`src/rtl/la_cap_pkg.sv`:
```
`timescale 1ns/1ps
package la_cap_pkg;
  typedef enum logic [2:0] {
    ST_IDLE     = 3'd0,
    ST_ARMED    = 3'd1,
    ST_CAPTURE  = 3'd2,
    ST_DONE     = 3'd3,
    ST_READBACK = 3'd4
  } cap_state_e;
endpackage

```
`src/rtl/la_trig_match.sv`:
```
`timescale 1ns/1ps
module la_trig_match #(
  parameter int CH_W = 24
) (
  input  logic [CH_W-1:0] sample,
  input  logic [CH_W-1:0] care,
  input  logic [CH_W-1:0] value,
  output logic            hit
);
  logic [CH_W-1:0] ch_ok;

  for (genvar c = 0; c < CH_W; c++) begin : g_ch
    assign ch_ok[c] = ~care[c] | (sample[c] == value[c]);
  end

  assign hit = &ch_ok;
endmodule

```
`src/rtl/la_sample_tick.sv`:
```
`timescale 1ns/1ps
module la_sample_tick #(
  parameter int DIV_W = 14,
  parameter int EXT_W = 4
) (
  input  logic             clk,
  input  logic             rst_n,
  input  logic             clear,
  input  logic             use_ext,
  input  logic [DIV_W-1:0] rate_div,
  input  logic [EXT_W-1:0] ext_div,
  input  logic [EXT_W-1:0] ext_dly,
  input  logic             ext_clk,
  output logic             tick
);
  // internal divider
  logic [DIV_W-1:0] icnt;
  logic             int_tick;
  assign int_tick = (icnt == rate_div);

  always_ff @(posedge clk or negedge rst_n) begin
    if (!rst_n)                 icnt <= '0;
    else if (clear || int_tick) icnt <= '0;
    else                        icnt <= icnt + 1'b1;
  end

  // external clock: two-flop synchronizer plus one history flop
  logic [2:0] sync_q;
  logic       rise;
  always_ff @(posedge clk or negedge rst_n) begin
    if (!rst_n) sync_q <= '0;
    else        sync_q <= {sync_q[1:0], ext_clk};
  end
  assign rise = sync_q[1] & ~sync_q[2];

  // keep every (ext_div+1)th edge
  logic [EXT_W-1:0] ecnt;
  logic             kept;
  assign kept = rise && (ecnt == ext_div);

  always_ff @(posedge clk or negedge rst_n) begin
    if (!rst_n)     ecnt <= '0;
    else if (clear) ecnt <= '0;
    else if (rise)  ecnt <= kept ? '0 : ecnt + 1'b1;
  end

  // delay each kept edge
  logic [EXT_W-1:0] dcnt;
  logic             ext_tick;
  always_ff @(posedge clk or negedge rst_n) begin
    if (!rst_n)                          dcnt <= '0;
    else if (clear)                      dcnt <= '0;
    else if (kept && (ext_dly != '0))    dcnt <= ext_dly;
    else if (dcnt != '0)                 dcnt <= dcnt - 1'b1;
  end
  assign ext_tick = (kept && (ext_dly == '0)) || (dcnt == EXT_W'(1));

  assign tick = use_ext ? ext_tick : int_tick;
endmodule

```
`src/rtl/la_readback.sv`:
```
`timescale 1ns/1ps
module la_readback #(
  parameter int ADDR_W = 15,
  parameter int LEN_W  = 16
) (
  input  logic              clk,
  input  logic              rst_n,
  input  logic              start,
  input  logic [ADDR_W-1:0] base,
  input  logic [LEN_W-1:0]  len,
  input  logic              en,
  input  logic              ready,
  output logic              valid,
  output logic [ADDR_W-1:0] ptr,
  output logic              finish
);
  logic [LEN_W-1:0] left;
  logic             xfer;

  assign valid  = en;
  assign xfer   = en && ready;
  assign finish = xfer && (left == LEN_W'(1));

  always_ff @(posedge clk or negedge rst_n) begin
    if (!rst_n) begin
      ptr  <= '0;
      left <= '0;
    end else if (start) begin
      ptr  <= base;
      left <= len;
    end else if (xfer) begin
      ptr  <= ptr + 1'b1;
      left <= left - 1'b1;
    end
  end
endmodule

```
`src/rtl/la_capture_ctrl.sv`:
```
`timescale 1ns/1ps
module la_capture_ctrl
  import la_cap_pkg::*;
#(
  parameter int CH_W   = 24,
  parameter int ADDR_W = 15,
  parameter int DIV_W  = 14,
  parameter int EXT_W  = 4
) (
  input  logic              clk,
  input  logic              rst_n,
  input  logic              arm,
  input  logic [CH_W-1:0]   trig_care,
  input  logic [CH_W-1:0]   trig_value,
  input  logic [DIV_W-1:0]  rate_div,
  input  logic              use_ext,
  input  logic [EXT_W-1:0]  ext_div,
  input  logic [EXT_W-1:0]  ext_dly,
  input  logic [1:0]        chan_sel,
  input  logic [1:0]        depth_sel,
  input  logic              ext_clk,
  input  logic [CH_W-1:0]   probe,
  output logic [ADDR_W-1:0] ram_addr,
  output logic [CH_W-1:0]   ram_wdata,
  output logic              ram_we,
  input  logic [CH_W-1:0]   ram_rdata,
  input  logic              rd_req,
  input  logic [ADDR_W-1:0] rd_base,
  input  logic [ADDR_W:0]   rd_len,
  output logic              rb_valid,
  input  logic              rb_ready,
  output logic [CH_W-1:0]   rb_data,
  output logic              armed_o,
  output logic              capturing_o,
  output logic              done_o
);
  localparam int GRP   = CH_W / 3;
  localparam int LEN_W = ADDR_W + 1;
  localparam int MIN_W = ADDR_W - 3;  // log2 of the smallest depth

  cap_state_e state;

  // settings latched at arm
  logic [CH_W-1:0]  care_q, value_q;
  logic [DIV_W-1:0] rate_q;
  logic             ext_q;
  logic [EXT_W-1:0] ediv_q, edly_q;
  logic [1:0]       chan_q, depth_q;

  logic [CH_W-1:0]   probe_q;
  logic [CH_W-1:0]   chmask;
  logic [ADDR_W-1:0] last_addr;
  logic [ADDR_W-1:0] wcnt, addr_q;
  logic [CH_W-1:0]   wdata_q;
  logic              we_q;
  logic              hit, tick, rb_finish, rb_start, arm_ok;
  logic [ADDR_W-1:0] rd_ptr;

  for (genvar g = 0; g < 3; g++) begin : g_chmask
    assign chmask[g*GRP +: GRP] = {GRP{chan_q >= 2'(g)}};
  end

  for (genvar i = 0; i < ADDR_W; i++) begin : g_last
    if (i < MIN_W) begin : g_low
      assign last_addr[i] = 1'b1;
    end else begin : g_high
      assign last_addr[i] = (depth_q > 2'(i - MIN_W));
    end
  end

  la_trig_match #(.CH_W(CH_W)) u_match (
    .sample (probe_q),
    .care   (care_q),
    .value  (value_q),
    .hit    (hit)
  );

  la_sample_tick #(.DIV_W(DIV_W), .EXT_W(EXT_W)) u_tick (
    .clk      (clk),
    .rst_n    (rst_n),
    .clear    (state == ST_ARMED),
    .use_ext  (ext_q),
    .rate_div (rate_q),
    .ext_div  (ediv_q),
    .ext_dly  (edly_q),
    .ext_clk  (ext_clk),
    .tick     (tick)
  );

  assign rb_start = (state == ST_DONE) && !arm && rd_req && (rd_len != '0);

  la_readback #(.ADDR_W(ADDR_W), .LEN_W(LEN_W)) u_rb (
    .clk    (clk),
    .rst_n  (rst_n),
    .start  (rb_start),
    .base   (rd_base),
    .len    (rd_len),
    .en     (state == ST_READBACK),
    .ready  (rb_ready),
    .valid  (rb_valid),
    .ptr    (rd_ptr),
    .finish (rb_finish)
  );

  assign arm_ok = arm && ((state == ST_IDLE) || (state == ST_DONE));

  always_ff @(posedge clk or negedge rst_n) begin
    if (!rst_n) probe_q <= '0;
    else        probe_q <= probe;
  end

  always_ff @(posedge clk or negedge rst_n) begin
    if (!rst_n) begin
      care_q  <= '0;
      value_q <= '0;
      rate_q  <= '0;
      ext_q   <= 1'b0;
      ediv_q  <= '0;
      edly_q  <= '0;
      chan_q  <= '0;
      depth_q <= '0;
    end else if (arm_ok) begin
      care_q  <= trig_care;
      value_q <= trig_value;
      rate_q  <= rate_div;
      ext_q   <= use_ext;
      ediv_q  <= ext_div;
      edly_q  <= ext_dly;
      chan_q  <= chan_sel;
      depth_q <= depth_sel;
    end
  end

  always_ff @(posedge clk or negedge rst_n) begin
    if (!rst_n) begin
      state   <= ST_IDLE;
      we_q    <= 1'b0;
      addr_q  <= '0;
      wdata_q <= '0;
      wcnt    <= '0;
    end else begin
      we_q <= 1'b0;
      unique case (state)
        ST_IDLE: if (arm_ok) state <= ST_ARMED;
        ST_ARMED: begin
          if (hit) begin
            state   <= ST_CAPTURE;
            we_q    <= 1'b1;
            addr_q  <= '0;
            wdata_q <= probe_q & chmask;
            wcnt    <= ADDR_W'(1);
          end
        end
        ST_CAPTURE: begin
          if (tick) begin
            we_q    <= 1'b1;
            addr_q  <= wcnt;
            wdata_q <= probe_q & chmask;
            wcnt    <= wcnt + 1'b1;
            if (wcnt == last_addr) state <= ST_DONE;
          end
        end
        ST_DONE: begin
          if (arm_ok)        state <= ST_ARMED;
          else if (rb_start) state <= ST_READBACK;
        end
        ST_READBACK: if (rb_finish) state <= ST_DONE;
        default: state <= ST_IDLE;
      endcase
    end
  end

  assign ram_we      = we_q;
  assign ram_wdata   = wdata_q;
  assign ram_addr    = (state == ST_READBACK) ? rd_ptr : addr_q;
  assign rb_data     = ram_rdata & chmask;
  assign armed_o     = (state == ST_ARMED);
  assign capturing_o = (state == ST_CAPTURE);
  assign done_o      = (state == ST_DONE) || (state == ST_READBACK);
endmodule

```
`config.mk`:
```
export PLATFORM = sky130hd
export DESIGN_NAME = la_capture_ctrl
export DESIGN_NICKNAME = d
export VERILOG_FILES = /design/src/rtl/la_cap_pkg.sv /design/src/rtl/la_trig_match.sv /design/src/rtl/la_sample_tick.sv /design/src/rtl/la_readback.sv /design/src/rtl/la_capture_ctrl.sv
export SDC_FILE = /design/constraint.sdc
export NUM_CORES = 1
export LEC_CHECK = 0
export BUFFER_PORTS_ARGS = -buffer_cell sky130_fd_sc_hd__buf_2
export CELL_PAD_IN_SITES_DETAIL_PLACEMENT = 0
export CELL_PAD_IN_SITES_GLOBAL_PLACEMENT = 1
export CORE_ASPECT_RATIO = 0.7
export CORE_MARGIN = 2
export CORE_UTILIZATION = 35
export CTS_BUF_LIST = sky130_fd_sc_hd__clkbuf_8
export CTS_CLUSTER_SIZE = 12
export DETAILED_ROUTE_END_ITERATION = 12
export GPL_ROUTABILITY_DRIVEN = 0
export PLACE_DENSITY = 0.65
export SLEW_MARGIN = 15
export SYNTH_ARGS = -nofsm -noshare
export SYNTH_HDL_FRONTEND = slang
export SYNTH_SLANG_ARGS = --single-unit
export TNS_END_PERCENT = 100
```
`constraint.sdc`:
```
create_clock -name clk -period 2.5 [get_ports clk]
set_clock_uncertainty 0.05 [all_clocks]
set_input_delay 0.125 -clock clk [delete_from_list [all_inputs] [get_ports clk]]
set_output_delay 0.125 -clock clk [all_outputs]
set_load 0.02 [all_outputs]
```
======== After elaboration in Yosys (flattened, before gate mapping) ========
Index checks and enable logic that the tools add are counted.
operators by class
  add/sub/neg operators ................... 6
  order comparisons ....................... 6
  equality and inequality tests ........... 39
  multiplexer cells ....................... 33
  bitwise operators ....................... 52
  reductions and logical operators ........ 26
operator list
  cell                                                                    number
  15-bit 2-to-1 mux                                                       7
  15-bit one-hot mux with 2 select lines                                  2
  24-bit bitwise AND                                                      2
  24-bit 2-to-1 mux                                                       2
  24-bit one-hot mux with 2 select lines                                  1
  16-bit 2-to-1 mux                                                       2
  15-bit by 1-bit adder with 15-bit output, second input constant         2
  1-bit NOT                                                               25
  1-bit equality test                                                     24
  4-bit 2-to-1 mux                                                        6
  1-bit bitwise OR                                                        24
  24-bit AND reduction                                                    1
  3-bit 2-to-1 mux                                                        7
  16-bit by 1-bit equality test with 1-bit output, second input constant  1
  16-bit nonzero test                                                     1
  16-bit by 1-bit subtractor with 16-bit output, second input constant    1
  15-bit equality test                                                    1
  3-bit one-hot mux with 5 select lines                                   1
  14-bit by 1-bit adder with 14-bit output, second input constant         1
  14-bit equality test                                                    1
  14-bit 2-to-1 mux                                                       1
  1-bit logical AND                                                       9
  4-bit nonzero test                                                      2
  3-bit by 2-bit equality test with 1-bit output, second input constant   2
  other kinds (24)                                                        36
storage, ports and cells
  flip-flop bits (word level) ............. 213
  bits of input ports ..................... 160
  output and inout port bits .............. 68
  word-level logic and storage cells ...... 182

======== Longest topological paths before layout ========
  depth after elaboration ................. 8
  depth in mapped cells ................... 10
  mapped depth without buffers ............ 8

======== Cells and area by module ========
Synthesis repeated with hierarchy kept, for this count alone.
second synthesis, totals
  cells, all modules ...................... 924
  area, all modules ....................... 10149.7 um2
modules (own cells, without submodules)
  module           instances  cells an instance  area each (um2)  sequential area each (um2)
  la_capture_ctrl  1          527                6477.5           3928.8
  la_readback      1          204                1841.8           775.7
  la_sample_tick   1          153                1501.4           625.6
  la_trig_match    1          40                 329.1            0.0

======== Worst setup path after synthesis ========
Ideal clock, no wire load.
  path kind ............................... register to register
  start ................................... register edly_q[0]
  end ..................................... register wdata_q[10], in the netlist ram_wdata[10]
  setup time .............................. 127 ps
  data arrival time ....................... 2101 ps
  required time ........................... 2323 ps
  setup slack ............................. 221 ps
  stages on the path, launching flop included .. 9
  buffers on the path ..................... 1
  period minus slack after synthesis ...... 2279 ps
  path through ............................ dfrtp_1 or4_4 nor3_2 a211oi_1 a211oi_2 nor2_2 inv_2 buf_6 mux2_1
between the ends
  longest elaborated chain between the ends .. 6
ends and longest elaborated chain
  element                                                            RTL line                source
  start, declared                                                    la_capture_ctrl.sv:47   logic [EXT_W-1:0] ediv_q, edly_q;
  start signal, assigned                                             la_capture_ctrl.sv:128  edly_q <= ext_dly;
  4-bit zero test                                                    la_sample_tick.sv:56    assign ext_tick = (kept && (ext_dly == '0)) || (dcnt == EXT_W'(1));
  1-bit logical AND                                                  la_sample_tick.sv:56
  1-bit logical OR                                                   la_sample_tick.sv:56
  1-bit 2-to-1 mux                                                   la_sample_tick.sv:58    assign tick = use_ext ? ext_tick : int_tick;
  2-bit by 1-bit inequality test with 1-bit output (no source line)  n/a
  3-bit AND reduction (no source line)                               n/a
  end signal, assigned                                               la_capture_ctrl.sv:150  wdata_q <= probe_q & chmask;
  end signal, assigned                                               la_capture_ctrl.sv:158  wdata_q <= probe_q & chmask;
  end, declared                                                      la_capture_ctrl.sv:54   logic [CH_W-1:0] wdata_q;
No other way between the ends.
A chain may end at the register's enable or synchronous reset.

======== Worst setup path in the final report ========
  start ................................... register edly_q[0]
  end ..................................... register wdata_q[11], in the netlist ram_wdata[11]
Same word-level chain as after synthesis.

==> qor.csv <==
stage,metric,value,unit
synthesis,ys_seq_area_share,54.32,%
floorplan,io-pin-count,228,
power,power_frac_clock,27.7,%
synthesis,yosys_warnings,0,
layout,final_util,49.39,%
sta,setup_viol_count_final,0,
global_route,use_met2,26.40,%
sta,period_needed,2409,ps
setup_path,end_kind,register,
synthesis,ys_async_sr_fraction,100.0,%
clock_tree,cts_root_buf,clkbuf_8,
clock_tree,htreeDepth,2,
setup_path,path_max_fanout,12,
power,power_frac_seq,43.0,%
setup_path,reg2reg_from,edly_q[0]$_DFFE_PN0P_,
setup_path,critPathMostFrequentCell,a211oi_4,
layout,nets,1392,
sta,drv_slew,0,
run,drv_cap,0,
clock_tree,cts_tree,done,
synthesis,yosys-top-cells-count,"213 x dfrtp_1, 100 x mux2_2, 67 x nand2_1",
run_status,status,finished clean,
routing,drc,0,
floorplan,fp.dieW,204.1,um
clock_tree,cts.path.max_buffers,3,
synthesis,syn_area_per_cell,11.67,um2
layout,syn_to_final_growth,39.37,%
clock_tree,clk_latency,540,ps
sta,setup-tns-final,0,ps
synthesis,synth_cell_type_count,63,
power,comb_power_share,29.2,%
routing,dr.pass1.iters,5,
power,irDropWorstVdd,519.2,uV
sta,slew_headroom,61.95,%
power,sw_frac_of_total,33.12,%
power,cellPowerDensity,858.5,nW/um2
floorplan,start_util,35.43,%
sta,post-route-period-util,96.35,%
sta,final.setup.worst_slack,91.18,ps
power,fin_total_pwr,11.74,mW
power,p_switching,3.889,mW
layout,drive_gt1_share,34.74,%
global_route,overflow,0,
sta,max_freq,415.1,MHz
synthesis,synth_nets,1009,
global_route,track_usage,18.47,%
floorplan,die_area,29410,um2
synthesis,synthTopCellsByArea,"dfrtp_1 54%, mux2_2 11%, xor2_1 5.2%, nand2_1 2.6%, nor2_1 1.8%",
setup_path,crit_chain,or4_4 > nor3_4 > a211oi_4 > a211oi_4 > nor2_4 > inv_2 > buf_12 > mux2_1,
routing,routedWlPerCell,16.50,um
global_route,grtUsageMet3,4.416,%
worst_hold_path,min_path_type,input pin to asynchronous set/reset pin,
sta,tightest_slew,570.8,ps
synthesis,synth_edf_count,0,
synthesis,ys_seq_elements,213,
routing,dr_total_vias,7772,
global_route,antenna_found_initial,4,
setup_path,crit_required,2860,ps
place,port-buffer-count,211,
global_route,grt_pass1_vias,7926,
global_route,grt_use_met1,27.79,%
power,p_int,7.853,mW
setup_path,cp-start-kind,register,
synthesis,synth_top_area_share,54.32,%
floorplan,num_rows,51,
clock_tree,cts_buffers,37,
setup_path,arrival,2770,ps
global_route,grt_max_degree,77,
global_route,grt-busiest-layer,met1,
setup_path,slowest_stage,or4_4,
synthesis,synth_most_common_cell,dfrtp_1,
synthesis,synth-main-ff-cell,dfrtp_1,
sta,finalHoldViolations,0,
sta,rsz0062_at_grt,false,
routing,vias_per_cell,4.777,
power,p_leak,6.491,nW
routing,routed_wl,26840,um
global_route,grt_first_pass_wirelength,42950,um
place,dpl.hpwl,18480,um
synthesis,synth_cells,841,
synthesis,synth_area_leader_cell,dfrtp_1,
place,dp_slack,-6.854,ps
setup_path,critPathMaxStageDelay,550,ps
synthesis,synthesis.area,9813,um2
clock_tree,clock-sinks,213,
setup_path,crit_path_start,edly_q[0]$_DFFE_PN0P_,
routing,postRouteAntennaNets,0,
setup_path,critPathKind,register to register,
sta,whs,99.09,ps
clock_tree,clkSlewWorstSetupHoldPaths,60,ps
routing,drt_iter0_markers,411,
floorplan,core_area,27690,um2
floorplan,die_h,144.1,um
-- routing by layer --
| metal | up-vias | part of all wire, % |
|---|---|---|
| li1 | 3764 | - |
| met1 | 3796 | 50 |
| met2 | 173 | 43 |
| met3 | 39 | 5.1 |
| met4 | 0 | 1.5 |
| met5 | - | 0 |
-- cell families (layout without fill, tap and decap cells) --
kind of cell,Yosys count,count (layout),share of synthesized area [%]
flip-flops,213,213,54.32
XOR/XNOR,70,70,6.248
AND/OR/NAND/NOR,244,244,12.44
other,0,4,0
buffers and inverters,68,479,3.417
adder cells (fa/ha/maj),8,8,1.020
AO/OA/AOI/OAI,121,121,9.270
multiplexers,117,117,13.29
-- stage by stage --
step	instance area, um2	instances
after CTS	13600	1620
after global placement	11500	1420
final	13680	1627
after floorplan	9813	841
after detailed placement	11500	1420
after global routing	13680	1627
-- final timing paths --
check | cells past startpoint | slack, ps | end
setup / recovery | 8 | 90 | ram_wdata[11]$_DFFE_PN0P_
hold / removal | 2 | 100 | u_rb.ptr[4]$_DFFE_PN0P_
setup reg to reg | 8 | 90 | ram_wdata[11]$_DFFE_PN0P_
hold reg to reg | 0 | 300 | u_tick.sync_q[1]$_DFF_PN0_
max in group asynchronous | 3 | 1580 | addr_q[7]$_DFFE_PN0P_
min in group clk | 4 | 100 | u_rb.left[1]$_DFFE_PN0P_
-- power groups by stage --
| stage | sequential [mW] | combinational [mW] | clock [mW] |
|---|---|---|---|
| finish | 5.05 | 3.43 | 3.26 |
| global route | 5.17 | 3.81 | 3.56 |
| CTS | 5.05 | 3.42 | 3.38 |
| detailed placement | 5.10 | 3.24 | 0 |
| global placement | 5.08 | 3.19 | 0 |
| floorplan | 5.04 | 2.11 | 0 |
-- layout make-up --
class                      count  area [um2]
sequential                   213        5331
antenna                        4       10.01
inverter                      23       86.33
clock buffer                  45       619.3
fill                        2598       14020
multi-input combinational    560        4220
tap                          371       464.2
clock inverter                22       131.4
timing repair buffer         389        2814
-- sequential cells by signal (all words and copies together) (netlist names) --
register	count
addr_q	15
care_q	24
chan_q	2
depth_q	2
ediv_q	4
edly_q	4
ext_q	1
probe_q	24
ram_wdata	24
ram_we	1
rate_q	14
state	3
u_rb.left	16
u_rb.ptr	15
u_tick.dcnt	4
u_tick.ecnt	4
u_tick.icnt	14
u_tick.sync_q	3
value_q	24
wcnt	15
-- placed cells by master, fill, tap and decap left out, drive strengths merged, types with 11 or more instances in the layout --
cell type / count
nor4: 12
nand2: 67
dlygate4sd3: 133
a22o: 18
a22oi: 16
o21ai: 28
xor2: 58
xnor2: 12
and3: 11
nor2: 47
inv: 36
nor3: 18
mux2: 106
and2: 11
dfrtp: 213
buf: 256
nand3: 29
mux2i: 11
clkbuf: 45
nor2b: 18
a221o: 11
-- worst max-delay path, delay by kind of cell, from the launching register on --
family	cells	cell delay, ps
simple gates	3	880
compound gates	2	420
flops	1	370
mux	1	330
buf+inv	2	230
-- timing repair --
item                       in CTS  in global routing
gates resized for setup         7                  8
setup endpoints to repair      19                 64
buffers inserted                0                  3
pin swaps                       1                  4
hold buffers                  133                  0
hold endpoints to repair      289                  0
(Power assumes the default switching activity.)
